## config.mk

```make
export PLATFORM = sky130hd
export DESIGN_NAME = rng_cmd_top
export DESIGN_NICKNAME = d
export VERILOG_FILES = /design/src/rtl/rng_cmd_pkg.sv /design/src/rtl/rng_cmd_seq.sv /design/src/rtl/rng_cmd_gen.sv /design/src/rtl/rng_cmd_top.sv
export SDC_FILE = /design/constraint.sdc
export NUM_CORES = 1
export LEC_CHECK = 0
export BUFFER_PORTS_ARGS = -buffer_cell sky130_fd_sc_hd__buf_4
export CORE_ASPECT_RATIO = 0.75
export CORE_MARGIN = 3
export CORE_UTILIZATION = 40
export DETAILED_ROUTE_END_ITERATION = 6
export GPL_TIMING_DRIVEN = 0
export HOLD_SLACK_MARGIN = 0.15
export PLACE_DENSITY_LB_ADDON = 0.15
export SYNTH_ARGS = -nofsm -noshare
export SYNTH_HDL_FRONTEND = slang
export SYNTH_SLANG_ARGS = --single-unit
```

## constraint.sdc

```tcl
create_clock -name clk -period 5.85 [get_ports clk]
set_input_delay 0.2925 -clock clk [delete_from_list [all_inputs] [get_ports clk]]
set_output_delay 0.2925 -clock clk [all_outputs]
set_load 0.02 [all_outputs]
```

## src/rtl/rng_cmd_pkg.sv

```systemverilog
package rng_cmd_pkg;

  localparam logic [1:0] OP_NOP  = 2'd0;
  localparam logic [1:0] OP_RAND = 2'd1;
  localparam logic [1:0] OP_SEED = 2'd2;

  localparam logic [7:0] OFS_CMD  = 8'h00;
  localparam logic [7:0] OFS_MODE = 8'h08;
  localparam logic [7:0] OFS_IE   = 8'h10;
  localparam logic [7:0] OFS_STAT = 8'h14;
  localparam logic [7:0] OFS_RES  = 8'h20;
  localparam logic [7:0] OFS_RQ   = 8'h60;
  localparam logic [7:0] OFS_VER  = 8'hF0;

  localparam logic [31:0] LFSR_TAPS = 32'h8020_0003;
  localparam logic [31:0] MIX_KEY   = 32'h6D2B_79F5;

  function automatic logic [31:0] lfsr_next(input logic [31:0] s);
    return (s >> 1) ^ (s[0] ? LFSR_TAPS : 32'h0);
  endfunction

  function automatic logic [31:0] mix_seed(input logic [31:0] s);
    logic [31:0] y;
    y = {s[15:0], s[31:16]} ^ MIX_KEY;
    return (y == 32'h0) ? MIX_KEY : y;
  endfunction

endpackage

```

## src/rtl/rng_cmd_seq.sv

```systemverilog
module rng_cmd_seq
  import rng_cmd_pkg::*;
#(
  parameter int OP_CYCLES = 16,
  parameter int RQ_W      = 16
) (
  input  logic            clk,
  input  logic            rst,
  input  logic            cmd_we,
  input  logic [1:0]      cmd_op,
  input  logic            mode_wide,
  input  logic [RQ_W-1:0] rq_limit,
  output logic            busy,
  output logic [1:0]      op_now,
  output logic            wide_q,
  output logic            rand_fin,
  output logic            seed_fin,
  output logic            reseed_auto
);

  localparam int CNT_W = (OP_CYCLES > 1) ? $clog2(OP_CYCLES) : 1;
  localparam logic [CNT_W-1:0] CNT_LOAD = CNT_W'(OP_CYCLES - 1);

  logic [CNT_W-1:0] cnt_q;
  logic [RQ_W:0]    blk_q;
  logic [RQ_W:0]    blk_sum;
  logic             abort;
  logic             fin;
  logic             start;

  // an abort on the completion edge wins over completion
  assign abort    = busy && cmd_we && (cmd_op == OP_NOP);
  assign fin      = busy && (cnt_q == '0) && !abort;
  assign start    = !busy && cmd_we && ((cmd_op == OP_RAND) || (cmd_op == OP_SEED));
  assign rand_fin = fin && (op_now == OP_RAND);
  assign seed_fin = fin && (op_now == OP_SEED);

  // 16-byte blocks produced by the finishing run: 1 narrow, 2 wide
  assign blk_sum     = blk_q + {{(RQ_W-1){1'b0}}, wide_q, ~wide_q};
  assign reseed_auto = rand_fin && (rq_limit != '0) && (blk_sum >= {1'b0, rq_limit});

  always_ff @(posedge clk) begin
    if (rst) begin
      busy   <= 1'b1;
      op_now <= OP_RAND;
      cnt_q  <= CNT_LOAD;
      wide_q <= 1'b0;
      blk_q  <= '0;
    end else begin
      if (busy) begin
        if (abort || fin) begin
          busy   <= 1'b0;
          op_now <= OP_NOP;
        end else begin
          cnt_q <= cnt_q - 1'b1;
        end
      end else if (start) begin
        busy   <= 1'b1;
        op_now <= cmd_op;
        cnt_q  <= CNT_LOAD;
        wide_q <= mode_wide;
      end

      if (seed_fin || reseed_auto) begin
        blk_q <= '0;
      end else if (rand_fin) begin
        blk_q <= blk_sum;
      end
    end
  end

endmodule

```

## src/rtl/rng_cmd_gen.sv

```systemverilog
module rng_cmd_gen
  import rng_cmd_pkg::*;
#(
  parameter int          N_WORDS   = 8,
  parameter logic [31:0] SEED_INIT = 32'h1ACE_B00C
) (
  input  logic                 clk,
  input  logic                 rst,
  input  logic                 rand_fin,
  input  logic                 narrow,
  input  logic                 seed_fin,
  input  logic                 reseed_auto,
  output logic [N_WORDS*32-1:0] words
);

  localparam int HALF = N_WORDS / 2;

  logic [31:0] state_q;
  logic [31:0] chain [N_WORDS+1];
  logic [31:0] post_run;

  assign chain[0] = state_q;

  for (genvar k = 0; k < N_WORDS; k++) begin : g_step
    assign chain[k+1]          = lfsr_next(chain[k]);
    assign words[k*32 +: 32]   = chain[k+1];
  end

  assign post_run = narrow ? chain[HALF] : chain[N_WORDS];

  always_ff @(posedge clk) begin
    if (rst) begin
      state_q <= SEED_INIT;
    end else if (rand_fin) begin
      state_q <= reseed_auto ? mix_seed(post_run) : post_run;
    end else if (seed_fin) begin
      state_q <= mix_seed(state_q);
    end
  end

endmodule

```

## src/rtl/rng_cmd_top.sv

```systemverilog
module rng_cmd_top
  import rng_cmd_pkg::*;
#(
  parameter int          ADDR_W    = 8,
  parameter int          N_WORDS   = 8,
  parameter int          OP_CYCLES = 16,
  parameter int          RQ_W      = 16,
  parameter logic [31:0] SEED_INIT = 32'h1ACE_B00C,
  parameter logic [15:0] VERSION   = 16'h46BC
) (
  input  logic              clk,
  input  logic              rst,
  input  logic              wr_en,
  input  logic              rd_en,
  input  logic [ADDR_W-1:0] addr,
  input  logic [31:0]       wdata,
  output logic [31:0]       rdata,
  output logic              irq
);

  localparam int HALF  = N_WORDS / 2;
  localparam int IDX_W = (N_WORDS > 1) ? $clog2(N_WORDS) : 1;
  localparam logic [ADDR_W-1:0] RES_SPAN = ADDR_W'(4 * N_WORDS);

  logic              mode_wide_q;
  logic              ie_glb_q;
  logic [1:0]        ie_src_q;
  logic [1:0]        stat_q;
  logic [RQ_W-1:0]   rq_q;
  logic [31:0]       res_q [N_WORDS];

  logic              busy;
  logic [1:0]        op_now;
  logic              wide_q;
  logic              rand_fin;
  logic              seed_fin;
  logic              reseed_auto;
  logic [N_WORDS*32-1:0] gen_words;

  logic hit_cmd, hit_mode, hit_ie, hit_stat, hit_rq, hit_ver, hit_res;
  logic [ADDR_W-1:0] res_off;
  logic [IDX_W-1:0]  res_idx;
  logic [31:0]       rd_val;

  // address decode
  assign hit_cmd  = (addr == ADDR_W'(OFS_CMD));
  assign hit_mode = (addr == ADDR_W'(OFS_MODE));
  assign hit_ie   = (addr == ADDR_W'(OFS_IE));
  assign hit_stat = (addr == ADDR_W'(OFS_STAT));
  assign hit_rq   = (addr == ADDR_W'(OFS_RQ));
  assign hit_ver  = (addr == ADDR_W'(OFS_VER));
  assign res_off  = addr - ADDR_W'(OFS_RES);
  assign hit_res  = (addr >= ADDR_W'(OFS_RES)) && (res_off < RES_SPAN) && (addr[1:0] == 2'b00);
  assign res_idx  = res_off[IDX_W+1:2];

  rng_cmd_seq #(
    .OP_CYCLES (OP_CYCLES),
    .RQ_W      (RQ_W)
  ) seq_i (
    .clk         (clk),
    .rst         (rst),
    .cmd_we      (wr_en && hit_cmd),
    .cmd_op      (wdata[1:0]),
    .mode_wide   (mode_wide_q),
    .rq_limit    (rq_q),
    .busy        (busy),
    .op_now      (op_now),
    .wide_q      (wide_q),
    .rand_fin    (rand_fin),
    .seed_fin    (seed_fin),
    .reseed_auto (reseed_auto)
  );

  rng_cmd_gen #(
    .N_WORDS   (N_WORDS),
    .SEED_INIT (SEED_INIT)
  ) gen_i (
    .clk         (clk),
    .rst         (rst),
    .rand_fin    (rand_fin),
    .narrow      (~wide_q),
    .seed_fin    (seed_fin),
    .reseed_auto (reseed_auto),
    .words       (gen_words)
  );

  // configuration registers
  always_ff @(posedge clk) begin
    if (rst) begin
      mode_wide_q <= 1'b0;
      ie_glb_q    <= 1'b0;
      ie_src_q    <= 2'b00;
      rq_q        <= '0;
    end else if (wr_en) begin
      if (hit_mode) mode_wide_q <= wdata[3];
      if (hit_ie) begin
        ie_glb_q <= wdata[31];
        ie_src_q <= wdata[1:0];
      end
      if (hit_rq) rq_q <= wdata[RQ_W-1:0];
    end
  end

  // status flags: set by completion, cleared by writing 1
  always_ff @(posedge clk) begin
    if (rst) begin
      stat_q <= 2'b00;
    end else begin
      stat_q[0] <= rand_fin | (stat_q[0] & ~(wr_en & hit_stat & wdata[0]));
      stat_q[1] <= seed_fin | (stat_q[1] & ~(wr_en & hit_stat & wdata[1]));
    end
  end

  always_ff @(posedge clk) begin
    if (rst) begin
      irq <= 1'b0;
    end else begin
      irq <= ie_glb_q & |(stat_q & ie_src_q);
    end
  end

  // result words; upper half is zeroed by a narrow run
  always_ff @(posedge clk) begin
    if (rst) begin
      for (int k = 0; k < N_WORDS; k++) res_q[k] <= '0;
    end else if (rand_fin) begin
      for (int k = 0; k < N_WORDS; k++) begin
        if ((k < HALF) || wide_q) res_q[k] <= gen_words[k*32 +: 32];
        else                      res_q[k] <= '0;
      end
    end
  end

  // read path
  always_comb begin
    rd_val = 32'h0;
    if (hit_cmd)       rd_val = {30'h0, op_now};
    else if (hit_mode) rd_val = {28'h0, mode_wide_q, 3'b000};
    else if (hit_ie)   rd_val = {ie_glb_q, 29'h0, ie_src_q};
    else if (hit_stat) rd_val = {30'h0, stat_q};
    else if (hit_rq)   rd_val = 32'(rq_q);
    else if (hit_ver)  rd_val = 32'(VERSION);
    else if (hit_res)  rd_val = res_q[res_idx];
  end

  always_ff @(posedge clk) begin
    if (rst) begin
      rdata <= 32'h0;
    end else if (rd_en) begin
      rdata <= rd_val;
    end
  end

endmodule

```

==> impl_metrics.env <==
export IMPL_run_status="finished, final reports clean"
export IMPL_r2r_slack_ps=490
export IMPL_wire_per_inst_um=25.16
export IMPL_cts_root_buf="clkbuf_16"
export IMPL_first_iter_violations=1405
export IMPL_rsz0062_at_grt="no"
export IMPL_synth_edf_count=140
export IMPL_drv_cap=0
export IMPL_cp_max_fo=10
export IMPL_pin_count=77
export IMPL_dpl_hpwl_um=35090
export IMPL_antenna_found_initial=2
export IMPL_crit_chain="buf_2 -> inv_1 -> clkbuf_1 -> ha_1 -> fa_1 -> nand3_2 -> nor4_2 -> nand3_1 -> xnor2_1 -> ha_1 -> nand3_1 -> nor4_1 -> o41ai_1 -> o211ai_1 -> o21a_1 -> buf_2 -> buf_2 -> o221ai_1 -> a21oi_1"
export IMPL_whs_ps=287.6
export IMPL_finalHoldViolations=0
export IMPL_cp_slowest_cell="nor4_2"
export IMPL_core_area_mm2=0.03382
export IMPL_std_cell_rows=58
export IMPL_ant_nets=0
export IMPL_synth_area_top_cells="edfxtp_1, dfxtp_1, mux4_2, nor2_1, a21oi_1"
export IMPL_critPathTopFamily="simple AND/OR/NAND/NOR gates"
export IMPL_grt_total_usage_pct=25.58
export IMPL_setup_tns_final_ps=0
export IMPL_power_leakage_uw=0.005942
export IMPL_irDropWorstVdd_uv=205.7
export IMPL_vias=11450
export IMPL_grt_max_degree=52
export IMPL_synth_nets=1405
export IMPL_total_power_uw=3924
export IMPL_multi_input_area_mm2=0.006815
export IMPL_fin_crit_ps=5363
export IMPL_drv_slew=0
export IMPL_reg2reg_depth=19
export IMPL_dieArea_mm2=0.03696
export IMPL_setup_viol=0
export IMPL_synth_top_cell_area_share_pct=30.31
export IMPL_min_to="rdata[8]"
export IMPL_h_tree_depth=1
export IMPL_slowest_delay_ps=660
export IMPL_finalWirelength_um=48210
export IMPL_critical_path_buf_inv_count=5
export IMPL_crit_top_cell="buf_2"
export IMPL_grt_overflow_total=0
export IMPL_arrival_ps=5830
export IMPL_cts_max_path_buffers=3
export IMPL_startpoint_type="flip-flop"
export IMPL_port_buffers=58
export IMPL_fp_dieW_um=221.0
export IMPL_ys_seq_area_share_pct=46.48
export IMPL_synthFlopType="edfxtp_1"
export IMPL_post_cts_resized=0
export IMPL_drive_above_1_share_pct=14.12
export IMPL_firstDrtPassIters=5
export IMPL_hold_depth=5
export IMPL_required_ps=6310
export IMPL_viasPerCell=5.978
export IMPL_grt_pass1_wl_um=72260
export IMPL_postLayoutCoreUtil_pct=47.35
export IMPL_ys_ff_latch=252
export IMPL_cts_sinks=252
export IMPL_synth_top_area_cell="edfxtp_1"
export IMPL_r2r_end="gen_i.state_q[7]"
export IMPL_routabilityCongestion=0.9342
export IMPL_yosys_warnings=0
export IMPL_nets=1513
export IMPL_cts_buffers=27
export IMPL_rr_startpoint="seq_i.wide_q"
export IMPL_hp_class="input port to flip-flop"
export IMPL_power_density_mw_per_mm2=245.0
export IMPL_dp_slack_ps=593.3
export IMPL_hold_start="rd_en"
export IMPL_worst_slack_ps=487.1
export IMPL_async_flop_share_pct=0
export IMPL_min_period_over_period_pct=91.67
export IMPL_critPathKind="flip-flop to flip-flop"
export IMPL_num_fill_cells=3208
export IMPL_cts_tree="done"
export IMPL_slew_limit_headroom_pct=26.02
export IMPL_antenna_cells=0
export IMPL_setup_worst_path_end_class="flip-flop"
export IMPL_first_global_vias=11140
export IMPL_clock_latency_ps=560
export IMPL_synth_cell_types=85
export IMPL_dieHeight_um=167.3
export IMPL_max_freq_mhz=186.5
export IMPL_drc=0
export IMPL_initial_core_util_pct=41.01
export IMPL_ff_latch_area_mm2=0.006446
export IMPL_clk_pin_slew_ps=60
export IMPL_area_delta_synth_final_pct=15.47
export IMPL_synthCells=1337
export IMPL_worst_slew_pin_slew_ps=1102
export IMPL_avgSynthCellArea_um2=10.37
export IMPL_clock_skew_ps=15.54
export IMPL_synth_area_mm2=0.01387
==> final cells by class <==
| type | count | area share, % |
|---|---|---|
| multi-input cells | 934 | 42.56 |
| plain buffers | 115 | 3.024 |
| well taps | 450 | 3.516 |
| flip-flops and latches | 252 | 40.25 |
| inverters | 36 | 0.8438 |
| clock inverters | 10 | 0.5625 |
| repair buffers | 79 | 4.266 |
| clock buffers | 40 | 4.977 |
==> synth_stat cells (6+ instances only) <==
cell type and instances:
a211oi_1 16, a21oi_1 103, a22oi_1 30, a31oi_1 9, and2_1 26, and3_1 50, buf_1 13, buf_2 14
clkbuf_1 82, dfxtp_1 112, edfxtp_1 140, ha_1 23, inv_1 36, mux2_2 24, mux2i_1 45, mux4_2 41
nand2_1 98, nand3_1 32, nand4_1 16, nand4b_1 7, nor2_1 146, nor2b_1 13, nor3_1 8, nor4_1 9
o211ai_1 10, o21ai_0 48, o221ai_1 12, o22ai_1 6, o31ai_1 6, xnor2_1 36, xor2_1 27
==> cell families (layout without fill, tap and decap cells) <==
family / count (synthesis) / after routing / synth area share, %
xor gates and xnor gates: 72 / 72 / 5.449
AOI/OAI and AO/OA: 288 / 288 / 13.51
and+or+nand+nor: 439 / 439 / 15.92
adders and majority gates: 24 / 24 / 2.219
DFF: 252 / 252 / 46.48
buffers and inverters: 151 / 280 / 4.466
muxes: 111 / 111 / 11.95
==> placed cells by master, fill, tap and decap left out, types with 23 or more instances in the layout <==
cell type    n
clkbuf_16   29
o21ai_0     48
nand2_1     95
a22oi_1     30
mux4_2      41
clkbuf_1    90
edfxtp_1   140
xor2_1      27
and2_1      26
inv_1       36
dfxtp_1    112
ha_1        23
xnor2_1     36
mux2_2      24
mux2i_1     45
nand3_1     32
a21oi_1    103
buf_4       59
and3_1      50
nor2_1     146
==> worst min-delay path, cell delays in order <==
cell and delay (ps):
buf_4 90, and3_1 150, a22o_1 160, a21oi_1 50, nor2_1 70
==> routing by layer <==
layer / part of all wire, % / vias to the layer above / routed length, um / track usage [%]
li1: - / 5157 / - / -
met1: 46 / 5597 / 22360 / 38.79
met2: 41 / 603 / 19920 / 36.99
met3: 9.6 / 97 / 4639 / 5.906
met4: 2.7 / 0 / 1287 / 6.044
met5: 0 / - / 0 / 0
==> worst max-delay path by stage <==
stage                 start               end  depth (start not counted)
6_report       seq_i.wide_q  gen_i.state_q[7]                         19
5_1_grt        seq_i.wide_q   seq_i.blk_q[13]                         18
4_1_cts        seq_i.wide_q  gen_i.state_q[7]                         19
3_5_place_dp   seq_i.wide_q  gen_i.state_q[7]                         19
3_3_place_gp        addr[3]      res_q[6][17]                          6
2_1_floorplan  seq_i.wide_q  gen_i.state_q[5]                         18
==> registers in the layout, summed over array words and instances, names as in the netlist, 2 cells and up <==
| signal | cells |
|---|---|
| res_q | 140 |
| gen_i.state_q | 32 |
| rdata | 32 |
| seq_i.blk_q | 17 |
| rq_q | 16 |
| seq_i.cnt_q | 4 |
| ie_src_q | 2 |
| seq_i.op_now | 2 |
| stat_q | 2 |
==> power by group <==
| group | switching (uW) | total (uW) | internal [uW] |
|---|---|---|---|
| Combinational | 163 | 275 | 112 |
| Sequential | 19.1 | 1920 | 1910 |
| Clock | 733 | 1720 | 992 |
| Total | 915 | 3920 | 3010 |
==> through the flow <==
step                      std cells  cell area [um2]
after floorplan                1337            13870
after global placement         1845            14870
after detailed placement       1848            14950
after CTS                      1916            16010
after global routing           1916            16010
final                          1916            16010
==> what timing repair did <==
item                      4_1_cts  5_1_grt
hold endpoints to repair       24        0
buffers inserted                0        0
hold buffers                   18        0
No activity file was read; power rests on OpenSTA's default activity.
